File: src/rtl/mbox_pkg.sv
package mbox_pkg;
    localparam int unsigned WORD_W = 32;

    typedef struct packed {
        logic       owner;      // 31
        logic [5:0] rsv_hi;     // 30:25
        logic       rst_flag;   // 24
        logic [7:0] rsv_mid;    // 23:16
        logic [7:0] status;     // 15:8
        logic       dir;        // 7
        logic       rsv_lo;     // 6
        logic [2:0] version;    // 5:3
        logic [2:0] kind;       // 2:0
    } hdr_t;
endpackage

File: src/rtl/mbox_store.sv
module mbox_store
    import mbox_pkg::*;
#(
    parameter int unsigned NUM_WORDS = 8,
    localparam int unsigned AW = $clog2(NUM_WORDS)
) (
    input  logic                                clk,
    input  logic                                rst_n,
    input  logic                                clr,
    input  logic                                req_acc,
    input  logic [AW-1:0]                       req_waddr,
    input  logic [WORD_W-1:0]                   req_wdata,
    input  logic                                rsp_acc,
    input  logic [WORD_W-1:0]                   rsp_wdata,
    output logic [NUM_WORDS-1:0][WORD_W-1:0]    words,
    output logic                                owner_bit
);
    localparam int unsigned HDR = NUM_WORDS - 1;

    typedef struct packed {
        logic [NUM_WORDS-1:0][WORD_W-1:0] mem;
    } st_t;

    st_t st_d, st_q;
    hdr_t hdr_w;

    always_comb begin
        st_d  = st_q;
        hdr_w = hdr_t'(st_q.mem[HDR]);
        if (clr) begin
            st_d.mem = '0;
        end else if (req_acc) begin
            st_d.mem[req_waddr] = req_wdata;
            if (req_waddr == AW'(HDR)) begin
                hdr_w       = hdr_t'(req_wdata);
                hdr_w.owner = 1'b1;
                st_d.mem[HDR] = hdr_w;
            end
        end else if (rsp_acc) begin
            hdr_w       = hdr_t'(rsp_wdata);
            hdr_w.owner = 1'b0;
            st_d.mem[HDR] = hdr_w;
        end
    end

    always_ff @(posedge clk or negedge rst_n) begin
        if (!rst_n) st_q <= '0;
        else        st_q <= st_d;
    end

    assign words     = st_q.mem;
    assign owner_bit = st_q.mem[HDR][WORD_W-1];

    // with no accepted write and no clear, storage holds
    a_r5_hold: assert property (@(posedge clk) disable iff (!rst_n)
        (!clr && !req_acc && !rsp_acc) |=> $stable(st_q.mem));
    // accepted header write always sets the owner bit
    a_r3_owner_set: assert property (@(posedge clk) disable iff (!rst_n)
        (!clr && req_acc && req_waddr == AW'(HDR)) |=> owner_bit);
endmodule

File: src/rtl/mbox_owner.sv
module mbox_owner
    import mbox_pkg::*;
#(
    parameter int unsigned NUM_WORDS = 8,
    localparam int unsigned AW = $clog2(NUM_WORDS)
) (
    input  logic          clk,
    input  logic          rst_n,
    input  logic          clr,
    input  logic          owner_bit,
    input  logic          req_we,
    input  logic [AW-1:0] req_waddr,
    input  logic          rsp_we,
    output logic          req_acc,
    output logic          rsp_acc,
    output logic          handoff,
    output logic          drop_err
);
    localparam int unsigned HDR = NUM_WORDS - 1;

    typedef struct packed {
        logic pulse;
        logic err;
    } st_t;

    st_t st_d, st_q;

    always_comb begin
        req_acc   = req_we && !clr && !owner_bit;
        rsp_acc   = rsp_we && !clr &&  owner_bit;
        st_d      = st_q;
        st_d.pulse = req_acc && (req_waddr == AW'(HDR));
        if (clr) st_d.err = 1'b0;
        else if (req_we && owner_bit) st_d.err = 1'b1;
    end

    always_ff @(posedge clk or negedge rst_n) begin
        if (!rst_n) st_q <= '0;
        else        st_q <= st_d;
    end

    assign handoff  = st_q.pulse;
    assign drop_err = st_q.err;

    // pulse lasts one cycle and coincides with a fresh owner bit
    a_r4_single: assert property (@(posedge clk) disable iff (!rst_n)
        handoff |=> !handoff);
    a_r4_on_rise: assert property (@(posedge clk) disable iff (!rst_n)
        handoff |-> (owner_bit && !$past(owner_bit)));
    // error flag sticks until requester reset
    a_r5_sticky: assert property (@(posedge clk) disable iff (!rst_n)
        (drop_err && !clr) |=> drop_err);
    // accepted responder write returns ownership
    a_r6_release: assert property (@(posedge clk) disable iff (!rst_n)
        rsp_acc |=> !owner_bit);
    // requester reset leaves clean state
    a_r9_clean: assert property (@(posedge clk) disable iff (!rst_n)
        $fell(clr) |-> (!owner_bit && !drop_err));
endmodule

File: src/rtl/mbox_rdport.sv
module mbox_rdport
    import mbox_pkg::*;
#(
    parameter int unsigned NUM_WORDS = 8,
    localparam int unsigned AW = $clog2(NUM_WORDS)
) (
    input  logic                              in_reset,
    input  logic [NUM_WORDS-1:0][WORD_W-1:0]  words,
    input  logic [AW-1:0]                     raddr,
    output logic [WORD_W-1:0]                 rdata
);
    always_comb begin
        if (in_reset) rdata = '1;
        else          rdata = words[raddr];
    end
endmodule

File: src/rtl/mbox_handoff.sv
module mbox_handoff
    import mbox_pkg::*;
#(
    parameter int unsigned NUM_WORDS = 8,
    localparam int unsigned AW = $clog2(NUM_WORDS)
) (
    input  logic              clk,
    input  logic              rst_n,
    input  logic              req_rst,
    input  logic              req_we,
    input  logic [AW-1:0]     req_waddr,
    input  logic [WORD_W-1:0] req_wdata,
    input  logic [AW-1:0]     req_raddr,
    output logic [WORD_W-1:0] req_rdata,
    input  logic              rsp_we,
    input  logic [WORD_W-1:0] rsp_wdata,
    input  logic [AW-1:0]     rsp_raddr,
    output logic [WORD_W-1:0] rsp_rdata,
    output logic              owner,
    output logic              handoff,
    output logic              drop_err
);
    localparam int unsigned NUM_RD = 2;

    logic [NUM_WORDS-1:0][WORD_W-1:0] words;
    logic owner_bit, req_acc, rsp_acc;
    logic [NUM_RD-1:0][AW-1:0]     rd_addr;
    logic [NUM_RD-1:0][WORD_W-1:0] rd_data;

    mbox_owner #(.NUM_WORDS(NUM_WORDS)) i_owner (
        .clk(clk), .rst_n(rst_n), .clr(req_rst), .owner_bit(owner_bit),
        .req_we(req_we), .req_waddr(req_waddr), .rsp_we(rsp_we),
        .req_acc(req_acc), .rsp_acc(rsp_acc),
        .handoff(handoff), .drop_err(drop_err)
    );

    mbox_store #(.NUM_WORDS(NUM_WORDS)) i_store (
        .clk(clk), .rst_n(rst_n), .clr(req_rst),
        .req_acc(req_acc), .req_waddr(req_waddr), .req_wdata(req_wdata),
        .rsp_acc(rsp_acc), .rsp_wdata(rsp_wdata),
        .words(words), .owner_bit(owner_bit)
    );

    assign rd_addr[0] = req_raddr;
    assign rd_addr[1] = rsp_raddr;

    for (genvar p = 0; p < NUM_RD; p++) begin : g_rd
        mbox_rdport #(.NUM_WORDS(NUM_WORDS)) i_rd (
            .in_reset(req_rst), .words(words),
            .raddr(rd_addr[p]), .rdata(rd_data[p])
        );
    end

    assign req_rdata = rd_data[0];
    assign rsp_rdata = rd_data[1];
    assign owner     = owner_bit;

    // no handoff notification while requester reset is held
    a_r8_no_pulse: assert property (@(posedge clk) disable iff (!rst_n)
        req_rst |=> !handoff);
    // requester reset reads all ones at the requester port
    always_comb begin
        if (rst_n && req_rst) a_r8_ones: assert (req_rdata == '1);
    end
endmodule

File: config.mk
export PLATFORM = sky130hd
export DESIGN_NAME = mbox_handoff
export DESIGN_NICKNAME = d
export VERILOG_FILES = /design/src/rtl/mbox_pkg.sv /design/src/rtl/mbox_store.sv /design/src/rtl/mbox_owner.sv /design/src/rtl/mbox_rdport.sv /design/src/rtl/mbox_handoff.sv
export SDC_FILE = /design/constraint.sdc
export NUM_CORES = 1
export LEC_CHECK = 0
export BUFFER_PORTS_ARGS = -buffer_cell sky130_fd_sc_hd__buf_2
export CORE_MARGIN = 2
export CORE_UTILIZATION = 35
export DETAILED_ROUTE_END_ITERATION = 12
export SYNTH_ARGS = -nofsm -noshare
export SYNTH_HDL_FRONTEND = slang
export SYNTH_SLANG_ARGS = --single-unit
File: constraint.sdc
create_clock -name clk -period 1.66 [get_ports clk]
set_input_delay 0.083 -clock clk [delete_from_list [all_inputs] [get_ports clk]]
set_output_delay 0.083 -clock clk [all_outputs]
set_load 0.02 [all_outputs]
### Yosys cells after proc, flatten, opt, wreduce, memory -nomap -nowiden

Index checks and enable logic that the tools add are counted.

| storage, ports and cells | value |
|---|---|
| register bits after elaboration | 258 |
| bits of input ports | 78 |

| cells by class | value |
|---|---|
| reduce and logical (&&, ||, !) cells | 12 |
| muxes and demuxes | 16 |
| equality and inequality tests | 1 |
| order comparisons | 4 |

Operators by type and width:

| cell | number |
|---|---|
| $bwmux 256 | 1 |
| $mux 256 | 1 |
| $mux 32 | 8 |
| $mux 224 | 1 |
| $bmux 32 s3 | 2 |
| $demux 32 s3 | 1 |
| $lt 3x4->1 const B | 3 |
| $logic_and 1x1->1 | 7 |
| $reduce_bool 2->1 | 2 |
| $eq 3x3->1 const B | 1 |
| $ge 3x1->1 const B | 1 |
| $reduce_bool 3->1 | 1 |
| $logic_not 1->1 | 2 |
| $mux 1 | 2 |

### Logic depth before layout (Yosys ltp)

Gate-level depths: netlist (run 1).

| logic depth | value |
|---|---|
| depth after elaboration | 8 |
| gate-level depth with buffers | 7 |

### Hierarchy

Synthesis (run 1) repeated with hierarchy kept, for this count alone.

| second synthesis, totals | value |
|---|---|
| cell total of the unflattened synthesis | 1291 |
| area, all modules | 14818.0 sq um |

Modules (own cells, without submodules):

| module | seq. area each (sq um) | cells each | times used | area an instance (sq um) |
|---|---|---|---|---|
| mbox_store | 6406.1 | 763 | 1 | 10060.9 |
| mbox_rdport | 0.0 | 260 | 2 | 2334.7 |
| mbox_owner | 50.0 | 8 | 1 | 87.6 |

### Worst setup path before layout (run 1)

OpenSTA, ideal clock, no wires.

| timing | value |
|---|---|
| path kind | register -> register |
| from | register i_store.st_q (netlist bit i_store.owner_bit) |
| to | register i_store.st_q (netlist bit i_store.words[203]) |
| buffers on the path | 4 |
| stages on the path, launching flop included | 8 |
| clock period less this slack | 1.686 ns |
| setup time | 0.136 ns |
| required time | 1.524 ns |
| path slack | -0.026 ns |
| data arrival time | 1.549 ns |
| path through | dfrtp_1 buf_6 or3b_1 buf_2 buf_6 buf_6 o21ai_1 a21oi_1 |

| on the way | value |
|---|---|
| longest elaborated chain between the ends | 3 |

RTL lines:

| item | line | source |
|---|---|---|
| start: declaration | mbox_store.sv:24 | `st_t st_d, st_q;` |
| start signal: assignment | mbox_store.sv:48 | `else st_q <= st_d;` |
| $logic_not 1->1 | mbox_owner.sv:29 | `req_acc = req_we && !clr && !owner_bit;` |
| $logic_and 1x1->1 | mbox_owner.sv:29 |  |
| $reduce_bool 2->1 (no source line) | -- |  |

Every way passes these cells.
A chain may end at the register's enable or synchronous reset.

### Worst setup path in the final report (run 1)

| timing | value |
|---|---|
| from | register i_store.st_q (netlist bit i_store.owner_bit) |
| to | output req_rdata[31] |

| on the way | value |
|---|---|
| longest elaborated chain between the ends | 3 |

RTL lines:

| item | line | source |
|---|---|---|
| $bmux 32 s3 | mbox_rdport.sv:14 | `else rdata = words[raddr];` |
| $mux 32 (not written as such) | mbox_rdport.sv:14 |  |
| $mux 32 | mbox_rdport.sv:13 | `if (in_reset) rdata = '1;` |
| end: declaration | mbox_handoff.sv:14 | `output logic [WORD_W-1:0] req_rdata,` |

Every way passes these cells. The select of a mux whose other input is x is not followed.

==> results of run 1 <==
critical path: cells and delay by family, from the launching register on:
family / cells / cell delay, ns
multiplexers: 1 / 0.13
AO/OA/AOI/OAI: 2 / 0.37
flip-flops: 1 / 0.41
buffers and inverters: 2 / 0.26
report_power, final:
part	internal, mW	total [mW]	switching (mW)	leakage (nW)
Clock	3.68	6.50	2.82	0.455
Combinational	1.44	3.63	2.19	4.76
Sequential	6.43	6.56	0.122	3.56
layout by cell type (no fill, tap or decap), drive strengths merged, types with 31 or more instances in the layout:
master and count:
dfrtp 258, clkbuf 52, nand3 224, nor2 36, a221oi 31, a22oi 128, dlygate4sd3 70, nor2b 37
mux2i 256, a32oi 31, buf 262, o21ai 224, a21oi 226, a21o 65
cells by family after synthesis:
logic type	Yosys count	synth area share, %
compound gates	705	26.7
buf+inv	246	6.73
flops	258	40.5
mux	256	16.1
simple gates	312	9.98
worst min path at each step:
| stage | start | endpoint |
|---|---|---|
| final | rst_n | i_store.words[228] |
| after global routing | rst_n | i_store.words[228] |
| after CTS | rst_n | i_store.words[228] |
| after detailed placement | rst_n | i_store.words[228] |
| after global placement | rst_n | i_store.words[229] |
| after floorplan | rst_n | i_owner.drop_err |
area by class of cell:
| class | count | area [sq um] | area share [%] |
|---|---|---|---|
| Sequential cell | 258 | 6460 | 30.9 |
| Clock inverter | 15 | 135 | 0.647 |
| Multi-Input combinational cell | 1273 | 8950 | 42.9 |
| Timing Repair Buffer | 347 | 3790 | 18.1 |
| Tap cell | 600 | 751 | 3.60 |
| Clock buffer | 37 | 796 | 3.81 |
per-layer routing:
layer / routed length [um] / global-route usage [%] / vias up / part of all wire [%]
met1: 26000 / 33.1 / 7948 / 41
li1: - / - / 6888 / -
met4: 2540 / 8.31 / 2 / 4.0
met3: 4750 / 3.16 / 154 / 7.4
met5: 13 / 0 / - / 0.020
met2: 30700 / 42.5 / 762 / 48
cells in the mapped netlist, drive strengths merged:
cell type / instances
and2: 4
a21oi: 226
nand3: 224
a21o: 65
a221oi: 31
mux2i: 256
dfrtp: 258
a22oi: 128
o21ai: 224
nor3b: 1
nor2b: 37
or2: 1
clkbuf: 158
nor2: 36
nand2: 2
nand3b: 1
and3b: 1
a32oi: 31
nand2b: 3
or3b: 2
buf: 88
flip-flops by register name, summed over array words and instances (netlist names):
signal,flops
i_owner.handoff,1
i_owner.drop_err,1
i_store.words,255
i_store.owner_bit,1
through the flow:
stage	hold slack [ns]	instance area (sq um)	cells
2_1_floorplan	-0.213	15900	1777
3_3_place_gp	-0.00139	17700	2365
3_5_place_dp	0.00225	17700	2365
4_1_cts	0.0133	19800	2498
5_1_grt	0.0412	20900	2530
6_report	0.00886	20900	2530
what timing repair did:
action / CTS / global route
gates resized for setup: 118 / 190
endpoints found under the hold margin: 515 / 0
setup buffers: 11 / 12
cloned: 0 / 20
setup endpoints to repair: 63 / 281
pin swaps: 125 / 70
hold buffers: 70 / 0
==> flow_metrics.env, run 1 <==
export IMPL_core_area_sq_um=45200
export IMPL_pre_cts_slack_ns=0.0326
export IMPL_synth_top_cell_area_share_pct=40.5
export IMPL_path_common_cell="buf_6"
export IMPL_port_buffers=143
export IMPL_ioPinCount=145
export IMPL_slowest_delay_ns=0.41
export IMPL_yosys_area_top_type="dfrtp_1"
export IMPL_startpoint="i_store.owner_bit"
export IMPL_area_growth_pct=31.1
export IMPL_violations="setup timing"
export IMPL_clockBufferDepth=3
export IMPL_fp_dieW_um=217
export IMPL_antenna_found_initial=1
export IMPL_wl_um=64000
export IMPL_critPathRequiredTime_ns=1.58
export IMPL_setup_slack_ns=-0.168
export IMPL_tns_ns=-21.77
export IMPL_synth_nets=1855
export IMPL_crit_path_max_fanout=2
export IMPL_dpl_hpwl_um=36600
export IMPL_n_fill_cell=4282
export IMPL_synthCells=1777
export IMPL_cts_max_level=1
export IMPL_initial_core_util_pct=35.2
export IMPL_regToRegEndpoint="i_store.words[253]"
export IMPL_first_global_vias=15400
export IMPL_p_leak_nw=8.78
export IMPL_grt_max_degree=97
export IMPL_clkTransAtPathRegs_ns=0.07
export IMPL_clkSinkCount=258
export IMPL_drt_iter0_drc=1738
export IMPL_dr_pass1_iters=6
export IMPL_critPathSlowestCell="dfrtp_2"
export IMPL_cts_buffers=29
export IMPL_ys_types=27
export IMPL_synth_area_top_cells="dfrtp_1 (41%), mux2i_1 (16%), a21oi_1 (7.1%)"
export IMPL_detail_route_wl_per_cell_um=25.3
export IMPL_crit_type="flip-flop to output pin"
export IMPL_die_h_um=217
export IMPL_power_total_mw=16.7
export IMPL_route_detailed_drc=0
export IMPL_cts_tree="done"
export IMPL_rsz0062_at_grt="yes"
export IMPL_ys_seq_area_share_pct=40.5
export IMPL_final_util_pct=46.2
export IMPL_dieArea_sq_um=47200
export IMPL_ys_seq_elements=258
export IMPL_crit_chain="buf_6 > mux2i_1 > a22oi_1 > a21o_1 > buf_6"
export IMPL_critPathArrivalTime_ns=1.75
export IMPL_hold_path_class="input port to asynchronous set/reset pin"
export IMPL_track_usage_pct=25.1
export IMPL_ys_warnings_count=0
export IMPL_setup_viol=311
export IMPL_fmax_mhz=547
export IMPL_peakVddDrop_v=0.000706
export IMPL_synthesis_area_sq_um=15900
export IMPL_viasPerCell=6.23
export IMPL_syn_area_per_cell_sq_um=8.96
export IMPL_r2r_cells=6
export IMPL_fin_crit_ns=1.83
export IMPL_nets=1987
export IMPL_clock_latency_ns=0.56
export IMPL_fin_skew_ns=0.00675
export IMPL_cp_endpoint="req_rdata[31]"
export IMPL_drive_gt1_share_pct=23.3
export IMPL_power_density_nw_per_um2=799
export IMPL_grt_pass1_wl_um=92900
export IMPL_finalMaxSlewViolations=0
export IMPL_maxCapViolCount=0
export IMPL_root_buffer="clkbuf_16"
export IMPL_period_share_pct=110
export IMPL_tightest_slew_ns=0.584
export IMPL_finalWeightedCongestion=0.854
export IMPL_r2r_slack_ns=-0.16
export IMPL_vias=15800
export IMPL_r2r_start="i_store.owner_bit"
export IMPL_status="finished with violations"
export IMPL_gr_total_overflow=0
export IMPL_relSlewSlack_pct=60.9
export IMPL_rows=78
export IMPL_final_hold_viol_count=0
export IMPL_start_kind="flip-flop"
export IMPL_endpoint_kind="output pin"
export IMPL_n_antenna_cell=0
export IMPL_postRouteAntennaNets=0
(Power assumes the default switching activity.)
==> run 2: changes to the inputs <==
- CORE_UTILIZATION: 35 -> 46
- PLACE_DENSITY: default -> 0.77
==> run 2 against run 1 <==
  * The flow still finishes with violations (setup timing)
  * Non-clock buffer count unchanged
  * Setup slack got worse by 0.017 ns
  * Sequential cell count unchanged
  * Hold slack improved by 0.00082 ns
  * Wire length increased by 4.1%
  * Utilization increased by 17 points
  * Clock skew increased by 0.0052 ns
  * Highest routed layer is now met4
  * Fmax decreased by 0.91%
  * Sequential share of layout area decreased by 1.2 points
  * Critical path depth decreased by 1
  * Clock power decreased by 3%
  * Via count increased by 8.2%
==> flow_metrics.env, run 2 (synthesis results as in run 1) <==
export IMPL_status="finished with violations"
export IMPL_violations="setup timing"
export IMPL_seqPwrFrac_pct=39.1
export IMPL_final_cells=2382
export IMPL_pre_cts_slack_ns=-0.0544
export IMPL_area_growth_pct=36.5
export IMPL_fin_crit_ns=1.85
export IMPL_rows=68
export IMPL_p_comb_share_pct=23.4
export IMPL_numPlacedInstances=2199
export IMPL_final_common_cell="dfrtp_1"
export IMPL_critPathSlowestCell="dfrtp_1"
export IMPL_detailed_place_area_sq_um=17300
export IMPL_cts_tree="done"
export IMPL_power_frac_clock_pct=37.5
export IMPL_endpoint_kind="output pin"
export IMPL_start_kind="flip-flop"
export IMPL_drt_iter0_drc=2486
export IMPL_fmax_mhz=542
export IMPL_fin_skew_ns=0.0120
export IMPL_drive_gt1_share_pct=30.1
export IMPL_track_usage_pct=30.5
export IMPL_slowest_delay_ns=0.39
export IMPL_grt_max_degree=98
export IMPL_dieArea_sq_um=36100
export IMPL_first_global_vias=15500
export IMPL_dpl_hpwl_um=32700
export IMPL_root_buffer="clkbuf_16"
export IMPL_peakVddDrop_v=0.000736
export IMPL_clkTransAtPathRegs_ns=0.07
export IMPL_setup_slack_ns=-0.185
export IMPL_clock_latency_ns=0.55
export IMPL_critPathArrivalTime_ns=1.76
export IMPL_cts_buffers=27
export IMPL_final_hold_viol_count=0
export IMPL_clockBufferDepth=3
export IMPL_dr_pass1_iters=6
export IMPL_ioPinCount=145
export IMPL_crit_type="flip-flop to output pin"
export IMPL_path_buf_inv=1
export IMPL_intPower_mw=11.6
export IMPL_postRouteAntennaNets=0
export IMPL_vias=17000
export IMPL_mostFrequentLayoutCells="dfrtp_1 (257), mux2i_1 (253), nand3_1 (161)"
export IMPL_finalMaxSlewViolations=0
export IMPL_crit_chain="mux2i_1 > a22oi_1 > a21o_1 > buf_6"
export IMPL_hold_path_class="input port to flip-flop"
export IMPL_cts_max_level=1
export IMPL_maxCapViolCount=0
export IMPL_port_buffers=143
export IMPL_clkSinkCount=258
export IMPL_gr_total_overflow=0
export IMPL_viasPerCell=7.16
export IMPL_wl_um=66600
export IMPL_fp_dieW_um=190
export IMPL_relSlewSlack_pct=54.2
export IMPL_tightest_slew_ns=0.687
export IMPL_rsz0062_at_grt="yes"
export IMPL_final_util_pct=63.4
export IMPL_setup_viol=239
export IMPL_die_h_um=190
export IMPL_antenna_found_initial=1
export IMPL_largest_reg_flops=255
export IMPL_power_total_mw=16.8
export IMPL_initial_core_util_pct=46.4
export IMPL_nets=1986
export IMPL_detail_route_wl_per_cell_um=28.0
export IMPL_power_switching_mw=5.17
export IMPL_route_detailed_drc=0
export IMPL_p_leak_nw=8.91
export IMPL_grt_pass1_wl_um=87400
export IMPL_finalWeightedCongestion=0.853
export IMPL_switching_share_pct=30.8
export IMPL_power_density_nw_per_um2=772
export IMPL_critical_path_top_delay_family="compound AO/OA/AOI/OAI gates"
export IMPL_crit_path_max_fanout=3
export IMPL_critPathRequiredTime_ns=1.58
export IMPL_core_area_sq_um=34300
export IMPL_period_share_pct=111
export IMPL_final_cell_area_sq_um=21700
run 2: cell count changes in the layout (fill, tap and decap cells not counted), sizes merged:
cell / change
diode: +1
and3b: +1
clkbuf: +11
buf: -2
clkinvlp: -4
bufinv: +1
dlygate4sd3: -6
clkinv: -5
run 2: routing by layer:
layer | up-vias | track usage [%] | share of wire, %
met2 | 1494 | 49.5 | 45
met5 | - | 0 | 0
met3 | 438 | 5.31 | 14
met1 | 8208 | 39.3 | 34
met4 | 0 | 15.5 | 8.0
li1 | 6905 | - | -
run 2: metrics by stage:
step                      hold WS, ns  setup TNS (ns)
after floorplan                -0.213               0
after global placement         0.0205               0
after detailed placement       0.0236         -0.0774
after CTS                     0.00549           -2.36
after global routing          0.00984          -29.13
final                         0.00969          -17.15
run 2: repair_timing:
item / in CTS / in global routing
hold buffers: 64 / 0
gates resized for setup: 78 / 425
endpoints found under the hold margin: 513 / 0
setup buffers: 11 / 28
setup endpoints to repair: 54 / 275
pin swaps: 84 / 170
cloned: 1 / 32
run 2: worst paths after layout:
check / slack, ns / depth (start not counted) / end / from
setup / recovery: -0.19 / 4 / req_rdata[1] / i_store.words[225]
hold / removal: 0.01 / 3 / i_store.words[239] / rsp_wdata[15]
setup reg to reg: -0.19 / 6 / i_store.words[201] / i_store.owner_bit
hold reg to reg: 0.52 / 2 / i_owner.drop_err / i_owner.drop_err
max in group asynchronous: 0.86 / 3 / i_store.words[57] / rst_n
min in group asynchronous: 0.04 / 2 / i_store.words[34] / rst_n
run 2: area by class of cell:
class,instances,area (sq um)
flip-flops and latches,258,6460
well taps,455,569
clock buffers,40,774
fillers,2519,12600
clock inverters,7,110
diodes,1,2.50
repair buffers,347,3940
multi-input cells,1274,9890
run 2: power by group through the flow:
stage / registers, mW / logic (mW) / clock network [mW]
4_1_cts: 6.54 / 3.08 / 6.22
2_1_floorplan: 6.63 / 1.68 / 0
3_3_place_gp: 6.65 / 2.76 / 0
5_1_grt: 6.57 / 4.03 / 6.57
6_report: 6.56 / 3.93 / 6.30
3_5_place_dp: 6.66 / 2.80 / 0
run 2: worst register-to-register path: cells and delay by family, from the launching register on:
| family | cells | cell delay (ns) |
|---|---|---|
| DFF | 1 | 0.41 |
| AOI/OAI and AO/OA | 2 | 0.39 |
| and+or+nand+nor | 1 | 0.43 |
| buffers and inverters | 3 | 0.48 |
